### config.mk
export PLATFORM = sky130hd
export DESIGN_NAME = can_tx_arbiter
export DESIGN_NICKNAME = d
export VERILOG_FILES = /design/src/rtl/can_txarb_pkg.sv /design/src/rtl/can_txarb_pick.sv /design/src/rtl/can_txarb_ctrl.sv /design/src/rtl/can_txarb_dp.sv /design/src/rtl/can_tx_arbiter.sv
export SDC_FILE = /design/constraint.sdc
export NUM_CORES = 1
export LEC_CHECK = 0
export BUFFER_PORTS_ARGS = -buffer_cell sky130_fd_sc_hd__buf_2
export CORE_ASPECT_RATIO = 0.8
export CORE_MARGIN = 3
export CORE_UTILIZATION = 65
export DETAILED_ROUTE_END_ITERATION = 10
export PLACE_DENSITY = 0.91
export SLEW_MARGIN = 30
export SYNTH_ARGS = -nofsm -noshare
export SYNTH_HDL_FRONTEND = slang
export SYNTH_SLANG_ARGS = --single-unit
### constraint.sdc
create_clock -name clk -period 16.7 [get_ports clk]
set_input_delay 2.505 -clock clk [delete_from_list [all_inputs] [get_ports clk]]
set_output_delay 2.505 -clock clk [all_outputs]
set_load 0.01 [all_outputs]
### src/rtl/can_txarb_pkg.sv
`timescale 1ns/1ps
package can_txarb_pkg;

  // host register selects
  typedef enum logic [2:0] {
    REG_CFG  = 3'd0,
    REG_ID   = 3'd1,
    REG_DLO  = 3'd2,
    REG_DHI  = 3'd3,
    REG_CTRL = 3'd4
  } hostReg_e;

  // control word fields
  localparam int CTRL_START_BIT  = 23;
  localparam int CTRL_CANCEL_BIT = 22;
  localparam int CTRL_RTR_BIT    = 20;
  localparam int CTRL_LEN_LSB    = 16;
  // configuration word fields
  localparam int CFG_EN_BIT      = 8;

  typedef enum logic {
    ST_IDLE = 1'b0,
    ST_BUSY = 1'b1
  } arbState_e;

  // strobes from control to datapath
  typedef struct packed {
    logic grant;
    logic finishOk;
    logic finishAbort;
  } arbStrobe_t;

endpackage

### src/rtl/can_txarb_pick.sv
`timescale 1ns/1ps
module can_txarb_pick #(
  parameter int NUM_MB = 4,
  parameter int PRIO_W = 4,
  localparam int IDX_W = $clog2(NUM_MB)
) (
  input  logic [NUM_MB-1:0]             req,
  input  logic [NUM_MB-1:0][PRIO_W-1:0] prio,
  output logic                          found,
  output logic [IDX_W-1:0]              win
);

  logic [PRIO_W-1:0] bestPrio;

  // linear scan: strict less-than keeps the lowest index on a tie
  always_comb begin
    found    = 1'b0;
    win      = '0;
    bestPrio = '1;
    for (int i = 0; i < NUM_MB; i++) begin
      if (req[i] && (!found || (prio[i] < bestPrio))) begin
        found    = 1'b1;
        bestPrio = prio[i];
        win      = IDX_W'(i);
      end
    end
  end

endmodule

### src/rtl/can_txarb_ctrl.sv
`timescale 1ns/1ps
module can_txarb_ctrl
  import can_txarb_pkg::*;
#(
  parameter int NUM_MB = 4,
  parameter int PRIO_W = 4,
  localparam int IDX_W = $clog2(NUM_MB)
) (
  input  logic                          clk,
  input  logic                          rstN,
  input  logic [NUM_MB-1:0]             pendVec,
  input  logic [NUM_MB-1:0]             cancelVec,
  input  logic [NUM_MB-1:0][PRIO_W-1:0] prio,
  input  logic                          txDone,
  input  logic                          txAbort,
  output arbStrobe_t                    strobe,
  output logic [IDX_W-1:0]              grantMb,
  output logic [IDX_W-1:0]              curMb,
  output logic                          busy
);

  arbState_e        state;
  logic [NUM_MB-1:0] eligible;
  logic             anyEligible;

  // a mailbox being cancelled this cycle may not be granted
  assign eligible = pendVec & ~cancelVec;

  can_txarb_pick #(
    .NUM_MB(NUM_MB),
    .PRIO_W(PRIO_W)
  ) u_pick (
    .req  (eligible),
    .prio (prio),
    .found(anyEligible),
    .win  (grantMb)
  );

  always_comb begin
    strobe.grant       = (state == ST_IDLE) && anyEligible;
    strobe.finishOk    = (state == ST_BUSY) && txDone;
    strobe.finishAbort = (state == ST_BUSY) && !txDone && txAbort;
  end

  always_ff @(posedge clk) begin
    if (!rstN) begin
      state <= ST_IDLE;
      curMb <= '0;
    end else begin
      case (state)
        ST_IDLE: if (strobe.grant) begin
          state <= ST_BUSY;
          curMb <= grantMb;
        end
        ST_BUSY: if (strobe.finishOk || strobe.finishAbort) begin
          state <= ST_IDLE;
        end
        default: state <= ST_IDLE;
      endcase
    end
  end

  assign busy = (state == ST_BUSY);

endmodule

### src/rtl/can_txarb_dp.sv
`timescale 1ns/1ps
module can_txarb_dp
  import can_txarb_pkg::*;
#(
  parameter int NUM_MB = 4,
  parameter int PRIO_W = 4,
  parameter int ID_W   = 30,
  parameter int LEN_W  = 4,
  parameter int WORD_W = 32,
  localparam int IDX_W = $clog2(NUM_MB)
) (
  input  logic                          clk,
  input  logic                          rstN,
  input  logic                          wrEn,
  input  logic [IDX_W-1:0]              wrMb,
  input  logic [2:0]                    wrReg,
  input  logic [WORD_W-1:0]             wrData,
  input  logic [NUM_MB-1:0]             irqAck,
  input  arbStrobe_t                    strobe,
  input  logic [IDX_W-1:0]              grantMb,
  input  logic [IDX_W-1:0]              curMb,
  output logic [NUM_MB-1:0]             pendVec,
  output logic [NUM_MB-1:0]             cancelVec,
  output logic [NUM_MB-1:0][PRIO_W-1:0] prio,
  output logic [NUM_MB-1:0]             mbReady,
  output logic [NUM_MB-1:0]             mbAbort,
  output logic [NUM_MB-1:0]             irqPend,
  output logic [ID_W-1:0]               txIdWord,
  output logic                          txRemote,
  output logic [LEN_W-1:0]              txLen,
  output logic [2*WORD_W-1:0]           txData
);

  logic [ID_W-1:0]     idArr  [NUM_MB];
  logic [WORD_W-1:0]   loArr  [NUM_MB];
  logic [WORD_W-1:0]   hiArr  [NUM_MB];
  logic [LEN_W-1:0]    lenArr [NUM_MB];
  logic [NUM_MB-1:0]   rtrVec;
  logic                finishAny;

  assign finishAny = strobe.finishOk || strobe.finishAbort;

  for (genvar g = 0; g < NUM_MB; g++) begin : g_mb
    logic              enQ, pendQ, readyQ, abortQ, irqQ, rtrQ;
    logic [PRIO_W-1:0] prioQ;
    logic [ID_W-1:0]   idQ;
    logic [WORD_W-1:0] loQ, hiQ;
    logic [LEN_W-1:0]  lenQ;
    logic              hit, cfgWr, idWr, loWr, hiWr, ctrlWr;
    logic              startCmd, cancelCmd, grantMe, finMe;

    assign hit       = wrEn && (wrMb == IDX_W'(g));
    assign cfgWr     = hit && (wrReg == REG_CFG);
    assign idWr      = hit && (wrReg == REG_ID) && !enQ;
    assign loWr      = hit && (wrReg == REG_DLO);
    assign hiWr      = hit && (wrReg == REG_DHI);
    assign ctrlWr    = hit && (wrReg == REG_CTRL);
    assign startCmd  = ctrlWr && wrData[CTRL_START_BIT] && enQ && readyQ;
    assign cancelCmd = ctrlWr && !wrData[CTRL_START_BIT] &&
                       wrData[CTRL_CANCEL_BIT] && pendQ;
    assign grantMe   = strobe.grant && (grantMb == IDX_W'(g));
    assign finMe     = finishAny && (curMb == IDX_W'(g));

    always_ff @(posedge clk) begin
      if (!rstN) begin
        enQ    <= 1'b0;
        prioQ  <= '0;
        idQ    <= '0;
        loQ    <= '0;
        hiQ    <= '0;
        lenQ   <= '0;
        rtrQ   <= 1'b0;
        pendQ  <= 1'b0;
        readyQ <= 1'b1;
        abortQ <= 1'b0;
        irqQ   <= 1'b0;
      end else begin
        if (cfgWr) begin
          enQ   <= wrData[CFG_EN_BIT];
          prioQ <= wrData[PRIO_W-1:0];
        end
        if (idWr) idQ <= wrData[ID_W-1:0];
        if (loWr) loQ <= wrData;
        if (hiWr) hiQ <= wrData;

        if (startCmd) begin
          lenQ   <= wrData[CTRL_LEN_LSB +: LEN_W];
          rtrQ   <= wrData[CTRL_RTR_BIT];
          pendQ  <= 1'b1;
          readyQ <= 1'b0;
          abortQ <= 1'b0;
        end else if (cancelCmd) begin
          pendQ  <= 1'b0;
          readyQ <= 1'b1;
          abortQ <= 1'b1;
        end else if (grantMe) begin
          pendQ  <= 1'b0;
        end

        if (finMe) begin
          readyQ <= 1'b1;
          abortQ <= strobe.finishAbort;
        end

        if (finMe || cancelCmd) irqQ <= 1'b1;
        else if (irqAck[g])     irqQ <= 1'b0;
      end
    end

    assign pendVec[g]   = pendQ;
    assign cancelVec[g] = cancelCmd;
    assign prio[g]      = prioQ;
    assign mbReady[g]   = readyQ;
    assign mbAbort[g]   = abortQ;
    assign irqPend[g]   = irqQ;
    assign rtrVec[g]    = rtrQ;
    assign idArr[g]     = idQ;
    assign loArr[g]     = loQ;
    assign hiArr[g]     = hiQ;
    assign lenArr[g]    = lenQ;
  end

  // frame captured at grant, held for the whole transfer
  always_ff @(posedge clk) begin
    if (!rstN) begin
      txIdWord <= '0;
      txRemote <= 1'b0;
      txLen    <= '0;
      txData   <= '0;
    end else if (strobe.grant) begin
      txIdWord <= idArr[grantMb];
      txRemote <= rtrVec[grantMb];
      txLen    <= lenArr[grantMb];
      txData   <= {hiArr[grantMb], loArr[grantMb]};
    end
  end

endmodule

### src/rtl/can_tx_arbiter.sv
`timescale 1ns/1ps
module can_tx_arbiter
  import can_txarb_pkg::*;
#(
  parameter int NUM_MB = 4,
  parameter int PRIO_W = 4,
  parameter int ID_W   = 30,
  parameter int LEN_W  = 4,
  parameter int WORD_W = 32,
  localparam int IDX_W = $clog2(NUM_MB)
) (
  input  logic                clk,
  input  logic                rstN,
  input  logic                wrEn,
  input  logic [IDX_W-1:0]    wrMb,
  input  logic [2:0]          wrReg,
  input  logic [WORD_W-1:0]   wrData,
  input  logic [NUM_MB-1:0]   irqAck,
  output logic [NUM_MB-1:0]   mbReady,
  output logic [NUM_MB-1:0]   mbAbort,
  output logic [NUM_MB-1:0]   irqPend,
  output logic                txValid,
  output logic [IDX_W-1:0]    txMb,
  output logic [ID_W-1:0]     txIdWord,
  output logic                txRemote,
  output logic [LEN_W-1:0]    txLen,
  output logic [2*WORD_W-1:0] txData,
  input  logic                txDone,
  input  logic                txAbort
);

  arbStrobe_t                    strobe;
  logic [IDX_W-1:0]              grantMb;
  logic [NUM_MB-1:0]             pendVec;
  logic [NUM_MB-1:0]             cancelVec;
  logic [NUM_MB-1:0][PRIO_W-1:0] prio;

  can_txarb_ctrl #(
    .NUM_MB(NUM_MB),
    .PRIO_W(PRIO_W)
  ) u_ctrl (
    .clk      (clk),
    .rstN     (rstN),
    .pendVec  (pendVec),
    .cancelVec(cancelVec),
    .prio     (prio),
    .txDone   (txDone),
    .txAbort  (txAbort),
    .strobe   (strobe),
    .grantMb  (grantMb),
    .curMb    (txMb),
    .busy     (txValid)
  );

  can_txarb_dp #(
    .NUM_MB(NUM_MB),
    .PRIO_W(PRIO_W),
    .ID_W  (ID_W),
    .LEN_W (LEN_W),
    .WORD_W(WORD_W)
  ) u_dp (
    .clk      (clk),
    .rstN     (rstN),
    .wrEn     (wrEn),
    .wrMb     (wrMb),
    .wrReg    (wrReg),
    .wrData   (wrData),
    .irqAck   (irqAck),
    .strobe   (strobe),
    .grantMb  (grantMb),
    .curMb    (txMb),
    .pendVec  (pendVec),
    .cancelVec(cancelVec),
    .prio     (prio),
    .mbReady  (mbReady),
    .mbAbort  (mbAbort),
    .irqPend  (irqPend),
    .txIdWord (txIdWord),
    .txRemote (txRemote),
    .txLen    (txLen),
    .txData   (txData)
  );

endmodule

==> results by group, run 1 <==
STA
  – Worst Tran Pin Value: roughly 1000 ps
  – Unrepaired setup endpoints after global routing: no
  – Count of pins over their slew limit: 0
  – Slack of the critical path: 6940 ps
  – Max-slew headroom: 0.326
  – Final count of hold timing violations: 0
  – Maximum clock frequency: ~100 MHz
  – Number of failing setup endpoints in the final timing report: 0
  – Final critical-path required period: between 9000 and 10000 ps
  – Setup TNS: 0 ps
  – Setup skew after layout: around 25 ps
  – Share of the clock period used by the worst path after layout: 0.585

Power
  – Power density over cell area: 97.5 nW/um^2
  – Leak pwr: 9.06 nW
  – Peak supply drop: about 0.000070 V

Worst hold path
  – Type of the most critical hold path: reg2reg

Detailed routing
  – Number of iterations in the first detailed-routing pass: 6
  – DRT Wirelength: 71000 um
  – Violation count after the first detailed-routing iteration: 2727
  – DR vias: around 21k
  – Avg WL per Cell: between 20 and 25 um
  – ANT nets after route: 0
  – Number of vias per cell after detailed routing: 6.25
  – Total DRC errors in the routed layout: 0

CTS
  – CTS-repair resized insts: 0
  – Clock root buffer master: sky130_fd_sc_hd__clkbuf_16
  – Insertion delay of the later-clocked pin in the worst-skew pair: 590 ps
  – Register clock-pin slew on the reported worst setup and hold paths: about 60 ps
  – Buffers from clock root to sink, at most: 3
  – Clock sink count: 534
  – Inserted Clock Buffers: 49
  – Post-CTS Setup Repair Bufs: 0
  – Hold Buf Count CTS: 0
  – Clock tree from TritonCTS: done
  – Max H-tree Level: 2

Setup path
  – Data required time of the worst path: 17200 ps
  – Setup crit end kind: flop
  – WS Path Type: in2reg
  – Largest delay contributor family on the critical path: compound AO/OA/AOI/OAI gates
  – Worst Path Max Fanout: 63
  – Buffers plus inverters on the worst setup path: 4
  – Cell repeated most along the worst path: sky130_fd_sc_hd__nor2_1
  – Type of origin of the critical path: primary input
  – Arrival @ worst endpoint: approximately 10000 ps
  – Max incr delay on CP: around 750 ps
  – Slowest cell on the critical path: sky130_fd_sc_hd__buf_4

Yosys
  – Number of warning messages in the yosys log: 0
  – Most frequently used cell type in the post-synthesis netlist: sky130_fd_sc_hd__nand2_1
  – Top flip-flop cell by instance count after synthesis: sky130_fd_sc_hd__dfxtp_1
  – Gate Count Post-Synth: approximately 3k
  – Largest cells by area after synthesis: sky130_fd_sc_hd__dfxtp_1, sky130_fd_sc_hd__nand2_1, sky130_fd_sc_hd__a21boi_0
  – Post-synthesis register bit count: 534
  – Nets in the synthesized netlist: 2995
  – Fraction of post-synthesis cell area in the top cell type by area: 0.443
  – Dominant cell type by area after synthesis: sky130_fd_sc_hd__dfxtp_1
  – Count of flip-flops with a built-in enable after synthesis: 0
  – Proportion of register bits with asynchronous set or reset after synthesis: 0
  – Top post-synthesis cells by count: sky130_fd_sc_hd__nand2_1, sky130_fd_sc_hd__dfxtp_1, sky130_fd_sc_hd__a21boi_0
  – Cell variety after synth: 70
  – Netlist area before placement: between 20000 and 25000 sq um
  – Mapped Avg Cell Area: just over 8 sq um
  – Sequential area share after synthesis: 0.443

Final layout
  – End-of-flow core utilization: 0.719
  – Layout-stage area growth over the synthesis result: 7.95%
  – Layout fillers: 2575
  – Fin nets: 2967
  – Fraction of layout instances using a drive strength above 1: 0.155

Flow run
  – Max-cap violations: 0

Floorplanning
  – Placeable core region: between 30000 and 40000 sq um
  – Starting density of the core: 0.666
  – Row cnt: 62
  – Vertical extent of the die: 178 um
  – Die footprint: between 30000 and 40000 sq um
  – Die width: around 220 um
  – Boundary pin count: 160

Placement
  – # port buffers: 159
  – Pre-CTS setup slack: between 6000 and 7000 ps
  – Post-detailed-placement half-perimeter wirelength: approximately 42000 um
  – Global placement routability congestion: around 0.89

Global route
  – Gr usage total: 0.346
  – Overflow left after global routing: 0
  – Pin count of the biggest net entering global routing: approximately 220
  – Antenna violations before repair: 1
  – First-pass GRT wire length: ~110000 um
  – Number of global-route vias before repair: ~21k

Outcome
  – Outcome: finished clean
-- cell usage in the layout (no fill, tap or decap), types with 8 or more instances in the layout --
master / count
sky130_fd_sc_hd__buf_4: 31
sky130_fd_sc_hd__dfxtp_1: 534
sky130_fd_sc_hd__clkbuf_16: 51
sky130_fd_sc_hd__clkbuf_8: 14
sky130_fd_sc_hd__nand3_2: 19
sky130_fd_sc_hd__a31oi_2: 25
sky130_fd_sc_hd__nand2_1: 1104
sky130_fd_sc_hd__clkbuf_1: 13
sky130_fd_sc_hd__a21boi_0: 403
sky130_fd_sc_hd__nand3_1: 108
sky130_fd_sc_hd__mux2i_1: 15
sky130_fd_sc_hd__a21oi_1: 9
sky130_fd_sc_hd__o211ai_2: 98
sky130_fd_sc_hd__o21ai_0: 117
sky130_fd_sc_hd__inv_1: 8
sky130_fd_sc_hd__a31oi_1: 78
sky130_fd_sc_hd__buf_2: 158
sky130_fd_sc_hd__nor2_1: 25
sky130_fd_sc_hd__nor2b_1: 18
-- metal layers --
metal / vias to the layer above / GRT usage / wire, um
li1: 9770 / - / -
met1: 10200 / 0.433 / 27400
met2: 1229 / 0.567 / 32400
met3: 225 / 0.0777 / 7850
met4: 0 / 0.181 / 3330
met5: - / 0 / 0
-- tightest hold or removal path, stage by stage (launching register included) --
cell                       delay [ps]
sky130_fd_sc_hd__dfxtp_1          310
sky130_fd_sc_hd__nand2_1           50
sky130_fd_sc_hd__a21boi_0          60
-- area by class of cell --
class	count	area (sq um)	area share
inverter	8	30.0	0.00115
antenna	1	2.50	0.0000960
sequential	534	10700	0.410
clock buffer	78	1520	0.0582
clock inverter	13	149	0.00571
timing repair buffer	198	1220	0.0468
tap	480	601	0.0230
multi-input combinational	2123	11900	0.455
-- report_power, final --
| part | switching (W) | total, W | leakage, nW | internal [W] |
|---|---|---|---|---|
| clock network | 0.000494 | 0.00116 | 0.819 | 0.000669 |
| registers | 0.00000427 | 0.00128 | 4.30 | 0.00128 |
| logic | 0.0000654 | 0.0000929 | 3.94 | 0.0000275 |
| total | 0.000564 | 0.00254 | 9.06 | 0.00198 |
-- cell families (layout without fill, tap and decap cells) --
kind of cell    after synthesis  count (layout)  share of synthesized area
simple gates               1331            1331                      0.226
compound gates              769             769                      0.252
flops                       534             534                      0.443
buf+inv                     285             297                     0.0699
mux                          15              15                    0.00622
fa+ha+maj                     7               7                    0.00363
xor+xnor                      1               1                   0.000363
other cells                   0               1                          0
-- through the flow --
stage          cells  total power, W  hold WS (ps)  cell area, sq um
6_report        3435         0.00254           464             26100
5_1_grt         3435         0.00259           482             26100
4_1_cts         3432         0.00254           466             26000
3_5_place_dp    3341         0.00140           457             24300
3_3_place_gp    3338         0.00140           452             24200
2_1_floorplan   2942         0.00137           444             24100
-- sequential cells by signal, summed over array words and instances (netlist names), 16 cells and up --
register         cells
u_dp.g_mb.loQ      128
u_dp.g_mb.lenQ      16
u_dp.g_mb.hiQ      128
u_dp.g_mb.idQ      120
u_dp.txIdWord       30
u_dp.g_mb.prioQ     16
u_dp.txData         64
-- path summary, 6_finish.rpt --
check | startpoint | end | slack [ps] | cells past startpoint
setup / recovery | wrMb[1] | u_dp.txData[3]$_SDFFE_PN0P_ | 6940 | 29
hold / removal | u_dp.g_mb[0].hiQ[3]$_SDFFE_PN0P_ | u_dp.g_mb[0].hiQ[3]$_SDFFE_PN0P_ | 460 | 2
setup reg to reg | u_dp.g_mb[0].pendQ$_SDFFE_PN0P_ | u_dp.txData[3]$_SDFFE_PN0P_ | 9520 | 27
hold reg to reg | u_dp.g_mb[0].hiQ[3]$_SDFFE_PN0P_ | u_dp.g_mb[0].hiQ[3]$_SDFFE_PN0P_ | 460 | 2
(Power assumes the default switching activity.)
==> run 2, diff against run 1 <==
Settings changed: CORE_UTILIZATION 65 to 55, PLACE_DENSITY 0.91 to 0.82.
Clock period 16.7 ns to 8.85 ns, I/O delays scaled along.
==> run 2 against run 1 <==
Compared with the run above:
- die area up 18%
- sequential cell count unchanged
- clock skew down 12 ps
- largest cell class unchanged
- critical path depth down 3
- worst setup slack worse by 5900 ps
- sequential share of layout area down 0.12 points
==> results by group, run 2 (synthesis results as in run 1) <==
Placement
  – Global placement routability congestion: 0.919 (was 0.886)
  – # port buffers: 159 (unchanged)
  – Post-detailed-placement half-perimeter wirelength: 42900 um (was 42000 um)
  – Placed Instance Area: 24400 sq um (was 24300 sq um)

Worst hold path
  – Type of the most critical hold path: reg2reg (unchanged)

Final layout
  – Fin nets: 2966 (was 2967)
  – Antenna cell count: 0 (was 1)
  – Layout fillers: 3589 (was 2575)
  – Final cell area excluding filler cells: 26100 sq um (about the same)
  – Sequential Area: 10700 sq um (unchanged)
  – Fraction of layout instances using a drive strength above 1: 0.155 (about the same)
  – Commonest non-fill, non-tap cell in the layout: sky130_fd_sc_hd__nand2_1 (unchanged)
  – Most frequent cells in the layout: sky130_fd_sc_hd__nand2_1, sky130_fd_sc_hd__dfxtp_1, sky130_fd_sc_hd__a21boi_0, sky130_fd_sc_hd__buf_2, sky130_fd_sc_hd__o21ai_0 (unchanged)
  – Biggest registers after layout: u_dp.g_mb.hiQ: 128 flops, u_dp.g_mb.loQ: 128 flops, u_dp.g_mb.idQ: 120 flops (unchanged)
  – Layout-stage area growth over the synthesis result: 8.27% (was 7.95%)
  – Area of the multi-input gates: 11900 sq um (about the same)

STA
  – Setup TNS: 0 ps (unchanged)
  – Max-slew headroom: 0.261 (was 0.326)
  – Worst Tran Pin Value: 1110 ps (was 1000 ps)
  – Count of pins over their slew limit: 0 (unchanged)
  – Final count of hold timing violations: 0 (unchanged)
  – Maximum clock frequency: between 100 and 150 MHz
  – Number of failing setup endpoints in the final timing report: 0 (unchanged)
  – Final critical-path required period: 7800 ps
  – Unrepaired setup endpoints after global routing: no (unchanged)
  – Share of the clock period used by the worst path after layout: 0.881
  – Setup skew after layout: 12.8 ps (was 25.0 ps)

CTS
  – Insertion delay of the later-clocked pin in the worst-skew pair: 590 ps (about the same)
  – Clock tree from TritonCTS: done (unchanged)
  – Buffers from clock root to sink, at most: 3 (unchanged)
  – Post-CTS Setup Repair Bufs: 0 (unchanged)
  – Max H-tree Level: 2 (unchanged)
  – Hold Buf Count CTS: 0 (unchanged)
  – Register clock-pin slew on the reported worst setup and hold paths: 60 ps (about the same)
  – CTS-repair resized insts: 0 (unchanged)
  – Clock root buffer master: sky130_fd_sc_hd__clkbuf_16 (unchanged)
  – Clock sink count: 534 (unchanged)
  – Inserted Clock Buffers: 50 (was 49)

Floorplanning
  – Placeable core region: 42600 sq um (was 36200 sq um)
  – Vertical extent of the die: 193 um (was 178 um)
  – Row cnt: 67 (was 62)
  – Die width: 240 um (was 221 um)
  – Die footprint: 46500 sq um (was 39500 sq um)
  – Boundary pin count: 160 (unchanged)
  – Starting density of the core: 0.567 (was 0.666)

Detailed routing
  – Total DRC errors in the routed layout: 0 (unchanged)
  – DRT Wirelength: 72000 um (was 71000 um)
  – Number of iterations in the first detailed-routing pass: 6 (unchanged)
  – Number of vias per cell after detailed routing: 6.03 (was 6.25)
  – Violation count after the first detailed-routing iteration: 2496 (was 2727)
  – Avg WL per Cell: 20.6 um (was 20.7 um)
  – ANT nets after route: 0 (unchanged)
  – DR vias: 21.1k (was 21.5k)

Setup path
  – Type of origin of the critical path: primary input (unchanged)
  – Flop2flop setup slack: 2410 ps (was 9520 ps)
  – Max incr delay on CP: 610 ps (was 750 ps)
  – Data required time of the worst path: 9350 ps (was 17200 ps)
  – Setup crit end kind: flop (unchanged)
  – Cell repeated most along the worst path: sky130_fd_sc_hd__nor2_1 (unchanged)
  – Worst Path Max Fanout: 37 (was 63)
  – Largest delay contributor family on the critical path: simple AND/OR/NAND/NOR gates (was compound AO/OA/AOI/OAI gates)
  – Buffers plus inverters on the worst setup path: 2 (was 4)
  – Slowest cell on the critical path: sky130_fd_sc_hd__or4b_4 (was sky130_fd_sc_hd__buf_4)
  – WS Path Type: in2reg (unchanged)
  – Arrival @ worst endpoint: 8300 ps (was 10270 ps)

Power
  – Leak pwr: 9.06 nW (about the same)
  – Power density over cell area: 184 nW/um^2 (was 97.5 nW/um^2)
  – Peak supply drop: 0.000159 V (was 0.0000704 V)

Global route
  – Pin count of the biggest net entering global routing: 285 (was 216)
  – Antenna violations before repair: 0 (was 1)
  – Number of global-route vias before repair: 20.4k (was 21.1k)
  – Gr usage total: 0.302 (was 0.346)
  – Overflow left after global routing: 0 (unchanged)
  – First-pass GRT wire length: 112000 um (was 111000 um)

Flow run
  – Max-cap violations: 0 (unchanged)

Outcome
  – Outcome: finished clean (unchanged)
==> run 2: changes by cell type in the layout (fill, tap and decap cells not counted), moves of 2 or more <==
cell / delta
sky130_fd_sc_hd__buf_12: +5
sky130_fd_sc_hd__clkinv_2: +2
sky130_fd_sc_hd__buf_16: -5
sky130_fd_sc_hd__buf_4: -3
sky130_fd_sc_hd__nor2_2: -4
sky130_fd_sc_hd__nor2_4: +4
sky130_fd_sc_hd__clkbuf_1: -4
==> run 2: tightest hold or removal path, delay by kind of cell, from the launching register on <==
family             cells  cell delay, ps
DFF                    1             310
and+or+nand+nor        1              50
AOI/OAI and AO/OA      1              60
==> run 2: metrics by stage <==
step | power [W] | hold WS (ps) | worst slack, ps | utilization | cells
finish | 0.00482 | 465 | 1050 | 0.614 | 3504
detailed placement | 0.00265 | 458 | 524 | 0.574 | 3412
floorplan | 0.00258 | 444 | 1720 | - | 2942
global route | 0.00494 | 484 | 566 | 0.614 | 3504
global placement | 0.00264 | 451 | 659 | 0.574 | 3412
CTS | 0.00482 | 467 | 1110 | 0.613 | 3503
==> run 2: area by class of cell <==
class | count | area share
flip-flops and latches | 534 | 0.409
clock inverters | 16 | 0.00641
inverters | 8 | 0.00115
repair buffers | 196 | 0.0449
well taps | 552 | 0.0264
clock buffers | 75 | 0.0580
multi-input cells | 2123 | 0.454
==> run 2: worst paths after layout <==
path	cells past startpoint	startpoint	end
max	26	wrMb[1]	u_dp.txData[35]$_SDFFE_PN0P_
max reg2reg	24	u_dp.g_mb[0].pendQ$_SDFFE_PN0P_	u_dp.txData[35]$_SDFFE_PN0P_
min reg2reg	2	u_dp.g_mb[1].loQ[5]$_SDFFE_PN0P_	u_dp.g_mb[1].loQ[5]$_SDFFE_PN0P_
min	2	u_dp.g_mb[1].loQ[5]$_SDFFE_PN0P_	u_dp.g_mb[1].loQ[5]$_SDFFE_PN0P_
==> run 2: power breakdown <==
group          internal [W]  switching [W]
clock network       0.00127       0.000948
logic             0.0000517       0.000125
registers           0.00242     0.00000779
total               0.00374        0.00108
==> run 2: per-layer routing <==
layer	GRT usage	vias to the layer above	wire, um
met4	0.130	0	3020
met3	0.0510	179	7160
li1	-	9784	-
met1	0.405	10100	29400
met5	0	-	0
met2	0.481	1059	32400
==> run 3, diff against run 2 <==
Settings changed: SYNTH_HIERARCHICAL set to 1.
==> run 3 against run 2 <==
Compared with the run above:
- combinational power grew 47%
- global-route usage grew 1.3 points
- via count shrank 0.29%
- sequential cell count is the same
- register-to-register slack gained 480 ps
- worst hold slack gained 5.1 ps
- worst setup slack gained 660 ps
- clock skew grew 12 ps
- fmax grew 9.2%
- clock power is essentially flat
- critical path type unchanged
- largest power group unchanged
==> results by group, run 3 <==
Setup path
  – Type of origin of the critical path: primary input (unchanged)
  – Arrival @ worst endpoint: 7560 ps (was 8300 ps)
  – Slowest cell on the critical path: sky130_fd_sc_hd__mux4_2 (was sky130_fd_sc_hd__or4b_4)
  – Max incr delay on CP: 590 ps (was 610 ps)
  – Data required time of the worst path: 9270 ps (was 9350 ps)
  – WS Path Type: in2reg (unchanged)
  – Worst Path Max Fanout: 29 (was 37)
  – Setup crit end kind: flop (unchanged)

CTS
  – Hold Buf Count CTS: 0 (unchanged)
  – Register clock-pin slew on the reported worst setup and hold paths: 60 ps (about the same)
  – Clock tree from TritonCTS: done (unchanged)
  – Clock sink count: 534 (unchanged)
  – Max H-tree Level: 2 (unchanged)
  – CTS-repair resized insts: 0 (unchanged)
  – Inserted Clock Buffers: 50 (unchanged)
  – Clock root buffer master: sky130_fd_sc_hd__clkbuf_16 (unchanged)
  – Buffers from clock root to sink, at most: 3 (unchanged)
  – Insertion delay of the later-clocked pin in the worst-skew pair: 580 ps (was 590 ps)
  – Post-CTS Setup Repair Bufs: 0 (unchanged)

Final layout
  – Layout fillers: 3432 (was 3589)
  – Fraction of layout instances using a drive strength above 1: 0.161 (was 0.155)
  – Most frequent cells in the layout: sky130_fd_sc_hd__dfxtp_1, sky130_fd_sc_hd__a21oi_1, sky130_fd_sc_hd__nand3_1, sky130_fd_sc_hd__o21ai_0, sky130_fd_sc_hd__buf_2 (was sky130_fd_sc_hd__nand2_1, sky130_fd_sc_hd__dfxtp_1, sky130_fd_sc_hd__a21boi_0, sky130_fd_sc_hd__buf_2, sky130_fd_sc_hd__o21ai_0)
  – Antenna cell count: 0 (unchanged)
  – Fin nets: 2568 (was 2966)
  – Final cell area excluding filler cells: 25700 sq um (was 26100 sq um)
  – Sequential Area: 10700 sq um (unchanged)
  – Commonest non-fill, non-tap cell in the layout: sky130_fd_sc_hd__dfxtp_1 (was sky130_fd_sc_hd__nand2_1)
  – Layout-stage area growth over the synthesis result: 9.37% (was 8.27%)
  – Area of the multi-input gates: 11300 sq um (was 11900 sq um)
  – Biggest registers after layout: u_dp/g_mb.hiQ: 128 flops, u_dp/g_mb.loQ: 128 flops, u_dp/g_mb.idQ: 120 flops (was u_dp.g_mb.hiQ: 128 flops, u_dp.g_mb.loQ: 128 flops, u_dp.g_mb.idQ: 120 flops)

Detailed routing
  – DRT Wirelength: 74100 um (was 72000 um)
  – Total DRC errors in the routed layout: 0 (unchanged)
  – Number of iterations in the first detailed-routing pass: 6 (unchanged)
  – Number of vias per cell after detailed routing: 6.78 (was 6.03)
  – Avg WL per Cell: 23.9 um (was 20.6 um)
  – DR vias: 21.1k (about the same)
  – Violation count after the first detailed-routing iteration: 3353 (was 2496)
  – ANT nets after route: 0 (unchanged)

Outcome
  – Outcome: finished clean (unchanged)

Floorplanning
  – Row cnt: 67 (unchanged)
  – Starting density of the core: 0.559 (was 0.567)
  – Placeable core region: 42000 sq um (was 42600 sq um)
  – Die footprint: 45200 sq um (was 46500 sq um)
  – Vertical extent of the die: 191 um (was 193 um)
  – Boundary pin count: 160 (unchanged)
  – Die width: 237 um (was 240 um)

Placement
  – Post-detailed-placement half-perimeter wirelength: 40400 um (was 42900 um)
  – Global placement routability congestion: 0.903 (was 0.919)
  – Pre-CTS setup slack: 1190 ps (was 524 ps)
  – # port buffers: 159 (unchanged)
  – Placed Instance Area: 24000 sq um (was 24400 sq um)

STA
  – Count of pins over their slew limit: 0 (unchanged)
  – Share of the clock period used by the worst path after layout: 0.807 (was 0.881)
  – Maximum clock frequency: 140 MHz (was 128 MHz)
  – Final critical-path required period: 7140 ps (was 7800 ps)
  – Setup skew after layout: 24.5 ps (was 12.8 ps)
  – Worst Tran Pin Value: 1050 ps (was 1110 ps)
  – Max-slew headroom: 0.297 (was 0.261)
  – Slack of the critical path: 1710 ps (was 1050 ps)
  – Final count of hold timing violations: 0 (unchanged)
  – Setup TNS: 0 ps (unchanged)
  – Number of failing setup endpoints in the final timing report: 0 (unchanged)
  – Unrepaired setup endpoints after global routing: no (unchanged)
  – Worst Hold Slack: 470 ps (was 465 ps)

Global route
  – Gr busiest metal: met2 (unchanged)
  – Met2 track demand over resource: 0.500 (was 0.481)
  – Met1 track utilization from global routing: 0.406 (was 0.405)
  – First-pass GRT wire length: 115000 um (was 112000 um)
  – Overflow left after global routing: 0 (unchanged)
  – Global routing usage on met3: 0.0849 (was 0.0510)
  – Gr usage total: 0.315 (was 0.302)
  – Antenna violations before repair: 5 (was 0)
  – Number of global-route vias before repair: 20.5k (was 20.4k)
  – Pin count of the biggest net entering global routing: 255 (was 285)

Yosys
  – Top post-synthesis cells by count: sky130_fd_sc_hd__dfxtp_1, sky130_fd_sc_hd__a21oi_1, sky130_fd_sc_hd__nand3_1 (was sky130_fd_sc_hd__nand2_1, sky130_fd_sc_hd__dfxtp_1, sky130_fd_sc_hd__a21boi_0)
  – Gate Count Post-Synth: 2606 (was 2942)
  – Post-synthesis register bit count: 534 (unchanged)
  – Largest cells by area after synthesis: sky130_fd_sc_hd__dfxtp_1, sky130_fd_sc_hd__mux4_2, sky130_fd_sc_hd__a21oi_1 (was sky130_fd_sc_hd__dfxtp_1, sky130_fd_sc_hd__nand2_1, sky130_fd_sc_hd__a21boi_0)
  – Most frequently used cell type in the post-synthesis netlist: sky130_fd_sc_hd__dfxtp_1 (was sky130_fd_sc_hd__nand2_1)
  – Cell variety after synth: 66 (was 70)
  – Fraction of post-synthesis cell area in the top cell type by area: 0.455 (was 0.443)
  – Top flip-flop cell by instance count after synthesis: sky130_fd_sc_hd__dfxtp_1 (unchanged)
  – Sequential area share after synthesis: 0.455 (was 0.443)
  – Dominant cell type by area after synthesis: sky130_fd_sc_hd__dfxtp_1 (unchanged)
  – Nets in the synthesized netlist: 2659 (was 2995)
  – Proportion of register bits with asynchronous set or reset after synthesis: 0 (unchanged)
  – Mapped Avg Cell Area: 9.01 sq um (was 8.21 sq um)
  – Count of flip-flops with a built-in enable after synthesis: 0 (unchanged)
  – Number of warning messages in the yosys log: 6 (was 0)
  – Netlist area before placement: 23500 sq um (was 24100 sq um)

Worst hold path
  – Type of the most critical hold path: reg2reg (unchanged)

Power
  – Post-route total power: 0.00491 W (was 0.00482 W)
  – Leak pwr: 8.31 nW (was 9.06 nW)
  – Peak supply drop: 0.000148 V (was 0.000159 V)
  – Power density over cell area: 191 nW/um^2 (was 184 nW/um^2)

Flow run
  – Max-cap violations: 0 (unchanged)
==> run 3: cell count changes in the layout (fill, tap and decap cells not counted), moves of 115 or more <==
cell,delta
sky130_fd_sc_hd__a21oi_1,+410
sky130_fd_sc_hd__o21ai_1,+115
sky130_fd_sc_hd__a21boi_0,-403
sky130_fd_sc_hd__nand2_1,-1091
sky130_fd_sc_hd__o21ai_0,+172
sky130_fd_sc_hd__nand3_1,+291
==> run 3: report_power, final <==
group / leakage (nW) / switching, W / internal, W / total (W)
combinational: 3.17 / 0.000220 / 0.0000412 / 0.000261
sequential: 4.30 / 0.00000641 / 0.00242 / 0.00242
clock: 0.838 / 0.000937 / 0.00129 / 0.00223
total: 8.31 / 0.00116 / 0.00375 / 0.00491
==> run 3: final timing paths <==
| check | startpoint | to | slack (ps) | cells past startpoint |
|---|---|---|---|---|
| min | u_dp/g_mb[0].lenQ[1]$_SDFFE_PN0P_ | u_dp/g_mb[0].lenQ[1]$_SDFFE_PN0P_ | 470 | 2 |
| max | wrReg[2] | u_dp/txRemote$_SDFFE_PN0P_ | 1710 | 31 |
| min reg2reg | u_dp/g_mb[0].lenQ[1]$_SDFFE_PN0P_ | u_dp/g_mb[0].lenQ[1]$_SDFFE_PN0P_ | 470 | 2 |
| max reg2reg | u_dp/g_mb[0].pendQ$_SDFFE_PN0P_ | u_dp/txRemote$_SDFFE_PN0P_ | 2890 | 28 |
==> run 3: cell type report <==
cell class                 instances  share of cell area
sequential                       534               0.416
tap                              552              0.0269
clock inverter                    18             0.00882
inverter                          16             0.00263
clock buffer                      73              0.0568
multi-input combinational       1713               0.442
timing repair buffer             200              0.0468
==> run 3: metrics by stage <==
step / std cells / util
after floorplan: 2606 / -
final: 3106 / 0.611
after CTS: 3105 / 0.610
after global routing: 3106 / 0.611
after detailed placement: 3014 / 0.570
after global placement: 3014 / 0.570
==> run 3: worst max-delay path, delay by kind of cell <==
kind	cells	cell delay, ps
compound gates	8	1270
mux	4	1390
simple gates	11	1360
buf+inv	5	1320
fa+ha+maj	3	870
==> run 3: layer usage <==
metal,wire length [um],vias up
met2,33600,1500
met5,52,-
li1,-,9279
met3,9370,217
met4,2950,8
met1,28100,10000
==> run 3: kinds of logic after synthesis <==
group / share of synthesized area
flip-flops: 0.455
buffers and inverters: 0.0661
adder cells (fa/ha/maj): 0.00421
XOR/XNOR: 0.000373
AO/OA/AOI/OAI: 0.199
AND/OR/NAND/NOR: 0.134
multiplexers: 0.141
